**src/rtl/fdc_reg_pkg.sv**
```systemverilog
package fdc_reg_pkg;
  localparam int unsigned REG_W  = 8;
  localparam int unsigned ADDR_W = 2;
  localparam int unsigned OP_W   = 4;

  typedef enum logic [ADDR_W-1:0] {
    SEL_CMD_STAT = 2'b00,
    SEL_TRACK    = 2'b01,
    SEL_SECTOR   = 2'b10,
    SEL_DATA     = 2'b11
  } reg_sel_e;

  typedef struct packed {
    logic wr_cmd;
    logic wr_track;
    logic wr_sector;
    logic wr_data;
    logic rd_en;
  } bus_dec_t;
endpackage

```
**src/rtl/fdc_addr_decode.sv**
```systemverilog
module fdc_addr_decode
  import fdc_reg_pkg::*;
(
  input  logic              cs_i,
  input  logic              we_i,
  input  logic [ADDR_W-1:0] addr_i,
  output bus_dec_t          dec_o
);
  reg_sel_e sel;
  logic     wr;

  assign sel = reg_sel_e'(addr_i);
  assign wr  = cs_i & we_i;

  always_comb begin
    dec_o = '0;
    dec_o.rd_en = cs_i & ~we_i;
    unique case (sel)
      SEL_CMD_STAT: dec_o.wr_cmd    = wr;
      SEL_TRACK:    dec_o.wr_track  = wr;
      SEL_SECTOR:   dec_o.wr_sector = wr;
      SEL_DATA:     dec_o.wr_data   = wr;
      default:      dec_o = '0;
    endcase
  end

  always_comb begin
    assert ($countones({dec_o.wr_cmd, dec_o.wr_track, dec_o.wr_sector, dec_o.wr_data}) <= 1)
      else $error("assert_one_write_R2");
  end
endmodule

```
**src/rtl/fdc_byte_reg.sv**
```systemverilog
// Byte register with two load ports; port A has priority.
module fdc_byte_reg #(
  parameter int unsigned WIDTH = 8
) (
  input  logic             clk_i,
  input  logic             rst_ni,
  input  logic             load_a_i,
  input  logic [WIDTH-1:0] data_a_i,
  input  logic             load_b_i,
  input  logic [WIDTH-1:0] data_b_i,
  output logic [WIDTH-1:0] q_o
);
  always_ff @(posedge clk_i or negedge rst_ni) begin
    if (!rst_ni)       q_o <= '0;
    else if (load_a_i) q_o <= data_a_i;
    else if (load_b_i) q_o <= data_b_i;
  end

  assert property (@(posedge clk_i) disable iff (!rst_ni)
    !load_a_i && !load_b_i |=> $stable(q_o))
    else $error("assert_hold_when_idle_R4");
endmodule

```
**src/rtl/fdc_cmd_ctrl.sv**
```systemverilog
module fdc_cmd_ctrl
  import fdc_reg_pkg::*;
#(
  parameter int unsigned     WIDTH   = REG_W,
  parameter logic [OP_W-1:0] ABORT_OP = 4'hD
) (
  input  logic             clk_i,
  input  logic             rst_ni,
  input  logic             wr_cmd_i,
  input  logic [WIDTH-1:0] wdata_i,
  input  logic             done_i,
  output logic [WIDTH-1:0] cmd_o,
  output logic             cmd_valid_o,
  output logic             busy_o
);
  localparam int unsigned OP_LSB = WIDTH - OP_W;

  logic is_abort, accept;

  assign is_abort = (wdata_i[WIDTH-1:OP_LSB] == ABORT_OP);
  assign accept   = wr_cmd_i & (~busy_o | is_abort);

  always_ff @(posedge clk_i or negedge rst_ni) begin
    if (!rst_ni) begin
      cmd_o       <= '0;
      cmd_valid_o <= 1'b0;
      busy_o      <= 1'b0;
    end else begin
      cmd_valid_o <= accept;
      if (accept) begin
        cmd_o  <= wdata_i;
        busy_o <= ~is_abort;
      end else if (done_i) begin
        busy_o <= 1'b0;
      end
    end
  end

  assert property (@(posedge clk_i) disable iff (!rst_ni)
    busy_o && wr_cmd_i && (wdata_i[WIDTH-1:OP_LSB] != ABORT_OP) |=> !cmd_valid_o && $stable(cmd_o))
    else $error("assert_busy_cmd_drop_R6");

  assert property (@(posedge clk_i) disable iff (!rst_ni)
    wr_cmd_i && (wdata_i[WIDTH-1:OP_LSB] == ABORT_OP) |=> cmd_valid_o && !busy_o)
    else $error("assert_abort_taken_R7");

  assert property (@(posedge clk_i) disable iff (!rst_ni)
    busy_o && done_i && !wr_cmd_i |=> !busy_o)
    else $error("assert_done_clears_R5");

  assert property (@(posedge clk_i) disable iff (!rst_ni)
    !busy_o && wr_cmd_i && (wdata_i[WIDTH-1:OP_LSB] != ABORT_OP) |=> busy_o && cmd_valid_o)
    else $error("assert_cmd_sets_busy_R5");
endmodule

```
**src/rtl/fdc_track_reg.sv**
```systemverilog
module fdc_track_reg #(
  parameter int unsigned WIDTH = 8
) (
  input  logic             clk_i,
  input  logic             rst_ni,
  input  logic             load_i,
  input  logic [WIDTH-1:0] load_val_i,
  input  logic             step_in_i,
  input  logic             step_out_i,
  output logic [WIDTH-1:0] track_o
);
  localparam logic [WIDTH-1:0] TRK_MAX = '1;
  localparam logic [WIDTH-1:0] TRK_MIN = '0;

  logic do_in, do_out;
  assign do_in  = step_in_i & ~step_out_i;
  assign do_out = step_out_i & ~step_in_i;

  always_ff @(posedge clk_i or negedge rst_ni) begin
    if (!rst_ni)                          track_o <= '0;
    else if (load_i)                      track_o <= load_val_i;
    else if (do_in  && track_o != TRK_MAX) track_o <= track_o + 1'b1;
    else if (do_out && track_o != TRK_MIN) track_o <= track_o - 1'b1;
  end

  assert property (@(posedge clk_i) disable iff (!rst_ni)
    !load_i && step_in_i && !step_out_i && track_o != TRK_MAX |=> track_o == $past(track_o) + 1'b1)
    else $error("assert_step_in_R9");

  assert property (@(posedge clk_i) disable iff (!rst_ni)
    !load_i && step_out_i && !step_in_i && track_o != TRK_MIN |=> track_o == $past(track_o) - 1'b1)
    else $error("assert_step_out_R9");

  assert property (@(posedge clk_i) disable iff (!rst_ni)
    !load_i && step_in_i && track_o == TRK_MAX |=> track_o == TRK_MAX)
    else $error("assert_sat_high_R10");

  assert property (@(posedge clk_i) disable iff (!rst_ni)
    !load_i && step_out_i && track_o == TRK_MIN |=> track_o == TRK_MIN)
    else $error("assert_sat_low_R10");
endmodule

```
**src/rtl/fdc_host_regs.sv**
```systemverilog
module fdc_host_regs
  import fdc_reg_pkg::*;
(
  input  logic             clk_i,
  input  logic             rst_ni,
  input  logic             cs_i,
  input  logic             we_i,
  input  logic [ADDR_W-1:0] addr_i,
  input  logic [REG_W-1:0] wdata_i,
  output logic [REG_W-1:0] rdata_o,
  input  logic             status_load_i,
  input  logic [REG_W-1:0] status_i,
  input  logic             disk_load_i,
  input  logic [REG_W-1:0] disk_data_i,
  input  logic             step_in_i,
  input  logic             step_out_i,
  input  logic             done_i,
  input  logic [REG_W-1:0] id_track_i,
  input  logic [REG_W-1:0] id_sector_i,
  output logic [REG_W-1:0] cmd_o,
  output logic             cmd_valid_o,
  output logic             busy_o,
  output logic [REG_W-1:0] data_o,
  output logic [REG_W-1:0] track_o,
  output logic [REG_W-1:0] sector_o,
  output logic             track_match_o,
  output logic             sector_match_o
);
  bus_dec_t         dec;
  logic [REG_W-1:0] status_q;
  logic             trk_load, sec_load;

  fdc_addr_decode u_dec (
    .cs_i  (cs_i),
    .we_i  (we_i),
    .addr_i(addr_i),
    .dec_o (dec)
  );

  fdc_cmd_ctrl #(.WIDTH(REG_W)) u_cmd (
    .clk_i      (clk_i),
    .rst_ni     (rst_ni),
    .wr_cmd_i   (dec.wr_cmd),
    .wdata_i    (wdata_i),
    .done_i     (done_i),
    .cmd_o      (cmd_o),
    .cmd_valid_o(cmd_valid_o),
    .busy_o     (busy_o)
  );

  assign trk_load = dec.wr_track  & ~busy_o;
  assign sec_load = dec.wr_sector & ~busy_o;

  fdc_track_reg #(.WIDTH(REG_W)) u_trk (
    .clk_i     (clk_i),
    .rst_ni    (rst_ni),
    .load_i    (trk_load),
    .load_val_i(wdata_i),
    .step_in_i (step_in_i),
    .step_out_i(step_out_i),
    .track_o   (track_o)
  );

  fdc_byte_reg #(.WIDTH(REG_W)) u_sec (
    .clk_i   (clk_i),
    .rst_ni  (rst_ni),
    .load_a_i(sec_load),
    .data_a_i(wdata_i),
    .load_b_i(1'b0),
    .data_b_i('0),
    .q_o     (sector_o)
  );

  fdc_byte_reg #(.WIDTH(REG_W)) u_data (
    .clk_i   (clk_i),
    .rst_ni  (rst_ni),
    .load_a_i(disk_load_i),
    .data_a_i(disk_data_i),
    .load_b_i(dec.wr_data),
    .data_b_i(wdata_i),
    .q_o     (data_o)
  );

  fdc_byte_reg #(.WIDTH(REG_W)) u_stat (
    .clk_i   (clk_i),
    .rst_ni  (rst_ni),
    .load_a_i(status_load_i),
    .data_a_i(status_i),
    .load_b_i(1'b0),
    .data_b_i('0),
    .q_o     (status_q)
  );

  always_comb begin
    rdata_o = '0;
    if (dec.rd_en) begin
      unique case (reg_sel_e'(addr_i))
        SEL_CMD_STAT: rdata_o = status_q;
        SEL_TRACK:    rdata_o = track_o;
        SEL_SECTOR:   rdata_o = sector_o;
        SEL_DATA:     rdata_o = data_o;
        default:      rdata_o = '0;
      endcase
    end
  end

  assign track_match_o  = (track_o  == id_track_i);
  assign sector_match_o = (sector_o == id_sector_i);

  assert property (@(posedge clk_i) disable iff (!rst_ni)
    cs_i && we_i && addr_i == SEL_CMD_STAT && !status_load_i |=> $stable(status_q))
    else $error("assert_status_ro_R4");

  assert property (@(posedge clk_i) disable iff (!rst_ni)
    busy_o && cs_i && we_i && addr_i == SEL_SECTOR |=> $stable(sector_o))
    else $error("assert_sector_gate_R8");

  assert property (@(posedge clk_i) disable iff (!rst_ni)
    busy_o && cs_i && we_i && addr_i == SEL_TRACK && !step_in_i && !step_out_i |=> $stable(track_o))
    else $error("assert_track_gate_R8");

  assert property (@(posedge clk_i) disable iff (!rst_ni)
    disk_load_i |=> data_o == $past(disk_data_i))
    else $error("assert_disk_wins_R11");
endmodule

```
**config.mk**
```make
export PLATFORM = sky130hd
export DESIGN_NAME = fdc_host_regs
export DESIGN_NICKNAME = d
export VERILOG_FILES = /design/src/rtl/fdc_reg_pkg.sv /design/src/rtl/fdc_addr_decode.sv /design/src/rtl/fdc_byte_reg.sv /design/src/rtl/fdc_cmd_ctrl.sv /design/src/rtl/fdc_track_reg.sv /design/src/rtl/fdc_host_regs.sv
export SDC_FILE = /design/constraint.sdc
export NUM_CORES = 1
export LEC_CHECK = 0
export ABC_AREA = 1
export BUFFER_PORTS_ARGS = -buffer_cell sky130_fd_sc_hd__buf_2
export CORE_UTILIZATION = 40
export DETAILED_ROUTE_END_ITERATION = 7
export GPL_ROUTABILITY_DRIVEN = 0
export PLACE_DENSITY = 0.64
export REMOVE_ABC_BUFFERS = 1
export SLEW_MARGIN = 5
export SYNTH_ARGS = -nofsm -noshare
export SYNTH_HDL_FRONTEND = slang
export SYNTH_SLANG_ARGS = --single-unit
```
**constraint.sdc**
```tcl
create_clock -name clk_i -period 2.4 [get_ports clk_i]
set_input_delay 0.12 -clock clk_i [delete_from_list [all_inputs] [get_ports clk_i]]
set_output_delay 0.12 -clock clk_i [all_outputs]
set_load 0.01 [all_outputs]
```
==> results of run 1 <==
[cells in the final DEF (no fill, tap or decap), types with 2 or more instances in the layout]
| cell type | synthesis | layout |
|---|---|---|
| dfrtp_1 | 42 | 42 |
| xnor2_1 | 17 | 17 |
| a31oi_2 | 2 | 2 |
| nor2_2 | 2 | 2 |
| nand3_1 | 11 | 11 |
| ha_1 | 7 | 7 |
| a221oi_1 | 7 | 7 |
| o21ai_0 | 13 | 13 |
| nand3_4 | 2 | 2 |
| nand4_1 | 10 | 10 |
| mux2_2 | 8 | 8 |
| buf_2 | 1 | 94 |
| clkbuf_8 | 0 | 5 |
| buf_4 | 1 | 7 |
| a31oi_1 | 7 | 7 |
| nor2_1 | 20 | 20 |
| a21oi_1 | 13 | 13 |
| inv_2 | 3 | 3 |
| clkbuf_1 | 1 | 2 |
| inv_1 | 28 | 28 |
| nor2_4 | 2 | 2 |
| o21ai_2 | 17 | 17 |
| nand2_1 | 94 | 94 |
[routing by layer]
layer | wire length [um] | GRT usage | share of wire | up-vias
li1 | - | - | - | 1285
met1 | 3610 | 0.316 | 0.48 | 1189
met2 | 3480 | 0.352 | 0.46 | 89
met3 | 378 | 0.0344 | 0.050 | 9
met4 | 108 | 0.0596 | 0.014 | 0
met5 | 0 | 0 | 0 | -
[cell type report]
class	instances	area, sq um	area share
inverters	33	129	0.0382
clock inverters	1	30.0	0.00890
clock buffers	7	76.3	0.0226
repair buffers	101	523	0.155
flip-flops and latches	42	1050	0.311
well taps	77	96.3	0.0285
multi-input cells	243	1470	0.436
[kinds of logic after synthesis]
kind of cell             count (synthesis)
AO/OA/AOI/OAI                           63
XOR/XNOR                                18
adder cells (fa/ha/maj)                  8
buffers and inverters                   40
flip-flops                              42
multiplexers                             8
AND/OR/NAND/NOR                        146
[flip-flops by register name, summed over array words and instances, names as in the netlist]
register	count
u_stat.q_o	8
u_sec.q_o	8
u_data.q_o	8
u_cmd.cmd_o	8
u_cmd.cmd_valid_o	1
u_trk.track_o	8
u_cmd.busy_o	1
[where the power goes]
group          internal [uW]  switching [uW]  total [uW]
Combinational            599             804        1400
Sequential               859             156        1020
Clock                    312             256         568
Total                   1770            1220        2990
[through the flow]
stage	utilization	area, sq um	power, uW	setup slack, ns	cells
2_1_floorplan	-	2650	1890	0.415	318
3_3_place_gp	0.508	3260	2410	0.330	496
3_5_place_dp	0.508	3260	2430	0.209	496
4_1_cts	0.525	3370	2990	0.197	504
5_1_grt	0.526	3380	3220	0.0887	504
6_report	0.526	3380	2990	0.282	504
[how the worst min path moves through the flow]
stage / start / end / slack, ns / cells past startpoint
after global placement: rst_ni / u_data.q_o[1] / 0.33 / 1
after detailed placement: rst_ni / u_cmd.cmd_valid_o / 0.33 / 1
after CTS: rst_ni / u_cmd.cmd_valid_o / 0.006 / 1
after global routing: rst_ni / u_cmd.cmd_valid_o / 0.03 / 1
after floorplan: rst_ni / u_cmd.busy_o / -0.18 / 0
final: rst_ni / u_cmd.cmd_valid_o / -0.04 / 1
==> results.json, run 1 <==
{
  "status": "finished, violations left",
  "violations": "design-rule violations, negative hold slack",
  "worst_hold_slack_ns": -0.0370,
  "chipHeight_um": 84.3,
  "synth_cells": 325,
  "clkLatencyLatePin_ns": 0.30,
  "worstReg2RegStart": "u_trk.track_o[3]",
  "h-tree-depth": 2,
  "crit_cells": 13,
  "synth_compound_area_frac": 0.169,
  "ys_warn_count": 0,
  "path_delay_family": "simple AND/OR/NAND/NOR gates",
  "p_per_area_mw_per_mm2": 885,
  "worstReg2RegEnd": "u_trk.track_o[7]",
  "synth_fa_ha_area_frac": 0.0398,
  "n_fill_cell": 640,
  "grt_first_pass_wirelength_um": 12400,
  "crit_path_max_incr_delay_ns": 0.52,
  "fin_tns_setup_ns": 0,
  "grt_max_degree": 43,
  "synthMostInstantiatedCell": "nand2_1",
  "crit_end": "u_trk.track_o[7]",
  "rows": 29,
  "track_usage": 0.222,
  "drt.antenna.violating_nets": 0,
  "ctsHoldBuffers": 0,
  "rsz0062_at_grt": "false",
  "cp_data_arrival_time_ns": 2.31,
  "die_w_um": 84.3,
  "initial_core_util": 0.421,
  "min_path_type": "in -> async",
  "clock_path_buffers": 2,
  "via_per_inst": 5.10,
  "clkSinkCount": 42,
  "synth_edf_count": 0,
  "path_class": "reg -> reg",
  "clock-root-buffer": "clkbuf_8",
  "vias": 2572,
  "syn_to_final_growth_pct": 24.7,
  "cts_resized": 0,
  "fin_skew_ns": 0.00295,
  "synth_commonest_cells": "nand2_1, dfrtp_1, inv_1",
  "fmax_mhz": 472,
  "relSlewSlack": 0.363,
  "port_buffers": 94,
  "crit_start": "u_trk.track_o[3]",
  "synth.top_cell.area_share": 0.388,
  "postCtsSetupBuffers": 0,
  "p_leak_uw": 0.00172,
  "ys_ff_latch": 42,
  "async_reset_ff_frac": 1.00,
  "final.period_utilization": 0.883,
  "antenna_cells": 0,
  "synth_cell_types": 35,
  "synth-simple-area-share": 0.241,
  "syn_area_sq_mm": 0.00271,
  "io_pins": 95,
  "synth_top_flop_cell": "dfrtp_1",
  "fin_nets": 485,
  "layout_min_cycle_time_ns": 2.12,
  "synth.area.mux_share": 0.0333,
  "cap_violations": 0,
  "detailed_place_hpwl_um": 5810,
  "routed_wl_um": 7570,
  "finalSetupViolCount": 0,
  "numCtsBuffers": 5,
  "wire_per_inst_um": 15.0,
  "drc_errors": 9,
  "synth_top_area_cell": "dfrtp_1",
  "synthTopCellsByArea": "dfrtp_1, nand2_1, o21ai_2",
  "core-area_sq_mm": 0.00642,
  "synth_top_family_by_area": "simple AND/OR/NAND/NOR gates",
  "finalHoldViolCount": 42,
  "worst-path-max-fanout": 14,
  "die_area_sq_mm": 0.00710,
  "antenna_found_initial": 0,
  "cts_tree": "done",
  "cp_slowest_cell": "dfrtp_1",
  "worst_slew_pin_slew_ns": 0.956,
  "drtPass1Iterations": 6,
  "avgSynthCellArea_sq_um": 8.33,
  "globalRouteOverflowTotal": 0,
  "critPathCaptureType": "register",
  "grt_pass1_vias": 2412,
  "path_cells": "nand2_1 -> nor2_1 -> nand2_1 -> nand2_4 -> ha_1 -> a21oi_1 -> nand2_1 -> nand2_1 -> nand2_1 -> inv_1 -> nand2_1 -> nand3_1 -> nand2_1",
  "synth.yosys.seq_area_share": 0.388,
  "clkSlewWorstSetupHoldPaths_ns": 0.08,
  "crit_path_start_kind": "register",
  "rr_worst_depth": 13,
  "cp.buffers_inverters": 1,
  "ir_drop_v": 0.000419,
  "r2r_slack_ns": 0.28,
  "synth_xor_area_frac": 0.0583,
  "dr.first_iter.drc_count": 217,
  "drive_above_1_share": 0.354,
  "critPathMostFrequentCell": "nand2_1",
  "slew_viol_final": 0,
  "cp.required_ns": 2.59
}
Power figures use the tool's default switching activity.
==> run 2, diff against run 1 <==
Settings changed: BUFFER_PORTS_ARGS -buffer_cell sky130_fd_sc_hd__buf_2 to unset, DONT_BUFFER_PORTS set to 1, PLACE_DENSITY 0.64 to 0.52.
==> results.json, run 2 (same netlist as run 1, synthesis figures left out) <==
{
  "chipHeight_um": 84.3,
  "relSlewSlack": 0.725,
  "use_met1": 0.312,
  "cts_tree": "done",
  "final-instance-count-excl-fill": 450,
  "cp.buffers_inverters": 1,
  "grt_first_pass_wirelength_um": 12700,
  "mostFrequentLayoutCells": "nand2_1, dfrtp_1, dlygate4sd3_1, inv_1, nor2_1",
  "routed_wl_um": 7920,
  "track_usage": 0.234,
  "holdPathStages": 2,
  "vias": 2410,
  "r2r_slack_ns": 0.39,
  "drive_above_1_share": 0.164,
  "fin_tns_setup_ns": 0,
  "h-tree-depth": 2,
  "dp_cells": 404,
  "die_w_um": 84.3,
  "rr_worst_depth": 13,
  "dr.first_iter.drc_count": 142,
  "cp_slowest_cell": "dfrtp_1",
  "detailed_place_hpwl_um": 5680,
  "p_leak_uw": 0.00150,
  "core-area_sq_mm": 0.00642,
  "ir_drop_v": 0.000397,
  "clock-root-buffer": "clkbuf_8",
  "crit_path_start_kind": "register",
  "antenna_cells": 0,
  "design_area_sq_mm": 0.00332,
  "antenna_found_initial": 0,
  "worstReg2RegStart": "u_trk.track_o[1]",
  "p_per_area_mw_per_mm2": 883,
  "via_per_inst": 5.36,
  "finalHoldViolCount": 2,
  "postCtsSetupBuffers": 0,
  "holdCritStartpoint": "wdata_i[0]",
  "clock_path_buffers": 2,
  "wire_per_inst_um": 17.6,
  "min_to": "u_cmd.cmd_o[0]",
  "violations": "design-rule violations, negative hold slack",
  "grtUsageMet3": 0.0492,
  "globalRouteOverflowTotal": 0,
  "path_cells": "nand2_1 -> nor2_1 -> nand2_1 -> nand2_2 -> ha_1 -> a21oi_1 -> nand2_1 -> nand2_1 -> nand2_1 -> inv_1 -> nand2_1 -> nand3_1 -> nand2_1",
  "clkSlewWorstSetupHoldPaths_ns": 0.09,
  "place_area_sq_mm": 0.00281,
  "initial_core_util": 0.421,
  "drtPass1Iterations": 7,
  "critPathCaptureType": "register",
  "die_area_sq_mm": 0.00710,
  "grt_pass1_vias": 2396,
  "clkLatencyLatePin_ns": 0.30,
  "final.setup.worst_slack_ns": 0.390,
  "cts_resized": 0,
  "rows": 29,
  "rsz0062_at_grt": "false",
  "fmax_mhz": 497,
  "layout_min_cycle_time_ns": 2.01,
  "numCtsBuffers": 5,
  "drt.antenna.violating_nets": 0,
  "fin_nets": 431,
  "drc_errors": 10,
  "use_met2": 0.370,
  "grt_max_degree": 43,
  "status": "finished, violations left",
  "crit_path_max_incr_delay_ns": 0.36,
  "worst_slew_pin_slew_ns": 0.411,
  "finalSetupViolCount": 0,
  "min_path_type": "in -> reg",
  "final.period_utilization": 0.838,
  "path_class": "reg -> reg",
  "io_pins": 95,
  "ctsHoldBuffers": 38,
  "worst-path-max-fanout": 14,
  "port_buffers": 0,
  "place_ws_ns": 0.394,
  "cp.required_ns": 2.60,
  "fin_skew_ns": 0.00479,
  "path_delay_family": "simple AND/OR/NAND/NOR gates",
  "slew_viol_final": 0,
  "grt.busiest_layer": "met2",
  "cp_data_arrival_time_ns": 2.21,
  "critPathMostFrequentCell": "nand2_1",
  "syn_to_final_growth_pct": 22.6,
  "worstReg2RegEnd": "u_trk.track_o[7]",
  "clkSinkCount": 42,
  "cap_violations": 0,
  "layout_commonest_cell": "nand2_1",
  "worst_hold_slack_ns": -0.00419
}
## run 2: how the worst max path moves through the flow
stage	start	end	slack, ns	depth (start not counted)
global route	u_trk.track_o[0]	u_trk.track_o[5]	0.21	11
global placement	u_trk.track_o[1]	u_trk.track_o[7]	0.44	13
finish	u_trk.track_o[1]	u_trk.track_o[7]	0.39	13
floorplan	u_trk.track_o[0]	u_trk.track_o[7]	0.41	13
CTS	u_trk.track_o[1]	u_trk.track_o[7]	0.38	13
detailed placement	u_trk.track_o[1]	u_trk.track_o[7]	0.39	13
## run 2: cell type report
cell class              instances  area (sq um)
inverters                      33           129
multi-input cells             243          1470
fillers                       633          3110
flip-flops and latches         42          1050
clock buffers                   6          72.6
repair buffers                 47           465
well taps                      77          96.3
clock inverters                 2          37.5
## run 2: power by group
part | switching [uW] | leakage [uW] | total [uW] | internal, uW
clock | 269 | 0.0000514 | 579 | 311
sequential | 172 | 0.000511 | 1030 | 859
combinational | 761 | 0.000937 | 1320 | 559
total | 1200 | 0.00150 | 2930 | 1730
## run 2: through the flow
step / total power, uW / utilization
2_1_floorplan: 1890 / -
3_3_place_gp: 2260 / 0.437
5_1_grt: 3150 / 0.516
3_5_place_dp: 2270 / 0.437
4_1_cts: 2940 / 0.516
6_report: 2930 / 0.516
## run 2: per-layer routing
| layer | share of wire | wire length [um] |
|---|---|---|
| met5 | 0 | 0 |
| met4 | 0.017 | 137 |
| met3 | 0.069 | 549 |
| met2 | 0.46 | 3660 |
| met1 | 0.45 | 3580 |
==> run 3, diff against run 2 <==
Settings changed: PLACE_DENSITY 0.52 to 0.54.
Clock period 2.4 ns to 1.8 ns, I/O delays scaled along.
==> results.json, run 3 (same netlist as run 1, synthesis figures left out) <==
{
  "violations": "design-rule violations",
  "fin_nets": 439,
  "clkLatencyLatePin_ns": 0.30,
  "worst_slew_pin_slew_ns": 0.432,
  "grt_max_degree": 43,
  "detailed_place_hpwl_um": 5730,
  "globalRouteOverflowTotal": 0,
  "clock-root-buffer": "clkbuf_8",
  "drc_errors": 8,
  "vias": 2457,
  "antenna_cells": 0,
  "layout_min_cycle_time_ns": 1.78,
  "syn_to_final_growth_pct": 27.0,
  "drive_above_1_share": 0.199,
  "grt_pass1_vias": 2402,
  "cp_data_arrival_time_ns": 1.96,
  "n_fill_cell": 599,
  "fin_skew_ns": 0.00575,
  "antenna_found_initial": 0,
  "initial_core_util": 0.421,
  "slew_viol_final": 0,
  "port_buffers": 0,
  "clkSinkCount": 42,
  "path_class": "reg -> reg",
  "h-tree-depth": 2,
  "routed_wl_um": 7950,
  "finalSetupViolCount": 0,
  "cap_violations": 0,
  "drt.antenna.violating_nets": 0,
  "clkSlewWorstSetupHoldPaths_ns": 0.08,
  "track_usage": 0.233,
  "clock_path_buffers": 2,
  "io_pins": 95,
  "cts_tree": "done",
  "relSlewSlack": 0.712,
  "core-area_sq_mm": 0.00642,
  "p_per_area_mw_per_mm2": 1190,
  "ir_drop_v": 0.000533,
  "die_w_um": 84.3,
  "status": "finished, violations left",
  "postCtsSetupBuffers": 0,
  "grt_first_pass_wirelength_um": 12800,
  "final.setup.worst_slack_ns": 0.0177,
  "final.period_utilization": 0.990,
  "wire_per_inst_um": 17.4,
  "die_area_sq_mm": 0.00710,
  "fmax_mhz": 561,
  "rsz0062_at_grt": "true",
  "critPathCaptureType": "register",
  "worst-path-max-fanout": 5,
  "p_leak_uw": 0.00154,
  "dr.first_iter.drc_count": 108,
  "cp.required_ns": 1.98,
  "crit_path_start_kind": "register",
  "layout_commonest_cell": "nand2_1",
  "numCtsBuffers": 5,
  "mostFrequentLayoutCells": "nand2_1, dfrtp_1, dlygate4sd3_1, inv_1, nor2_1",
  "rows": 29,
  "worst_hold_slack_ns": 0.00770,
  "place_ws_ns": -0.0881,
  "chipHeight_um": 84.3,
  "min_path_type": "in -> reg",
  "finalHoldViolCount": 0,
  "drtPass1Iterations": 6,
  "via_per_inst": 5.36
}
[run 3: worst paths after layout]
kind | start | end | slack, ns | depth (start not counted)
min in group asynchronous | rst_ni | u_stat.q_o[4] | 0.28 | 2
min | wdata_i[5] | u_sec.q_o[5] | 0.008 | 2
max reg2reg | u_trk.track_o[1] | u_trk.track_o[6] | 0.02 | 11
max in group asynchronous | rst_ni | u_cmd.cmd_o[1] | 1.31 | 2
max | u_trk.track_o[1] | u_trk.track_o[6] | 0.02 | 11
min reg2reg | u_cmd.cmd_o[6] | u_cmd.cmd_o[6] | 0.56 | 2
[run 3: power by group]
part	internal (uW)	switching, uW
clock	415	329
combinational	889	1090
sequential	1150	224
[run 3: repair_timing]
| item | CTS | global route |
|---|---|---|
| endpoints found under the hold margin | 73 | 0 |
| gates cloned | 1 | 0 |
| pin swaps | 1 | 0 |
| resized for setup | 7 | 6 |
| setup endpoints to repair | 6 | 6 |
| hold buffers | 39 | 0 |
[run 3: worst max-delay path: stages, from the launching register on]
cell and delay, ns:
dfrtp_1 0.39, nand2_1 0.07, nor2_1 0.05, nand2_2 0.10
nand2_4 0.10, ha_1 0.32, nand2_1 0.06, or2_2 0.30
nand3_1 0.07, nand2_1 0.05, nand3_1 0.07, nand2_1 0.07
[run 3: layout make-up]
class	count	area, sq um	area share
Multi-Input combinational cell	244	1540	0.448
Sequential cell	42	1050	0.306
Timing Repair Buffer	54	517	0.150
Inverter	33	129	0.0375
Tap cell	77	96.3	0.0280
Clock buffer	7	76.3	0.0222
Clock inverter	1	30.0	0.00873
[run 3: layer usage]
| layer | track usage | wire length [um] | up-vias |
|---|---|---|---|
| li1 | - | - | 1191 |
| met1 | 0.307 | 3440 | 1161 |
| met2 | 0.376 | 3750 | 92 |
| met3 | 0.0659 | 613 | 13 |
| met4 | 0.0627 | 144 | 0 |
| met5 | 0 | 0 | - |
[run 3: metrics by stage]
stage	instance area (sq um)	power [uW]	util	instances	setup TNS, ns
floorplan	2650	2530	-	318	-0.784
global placement	2850	3070	0.444	410	-0.135
detailed placement	2850	3100	0.444	410	-0.272
CTS	3420	4060	0.532	458	0
global route	3440	4380	0.535	458	-0.369
finish	3440	4100	0.535	458	0
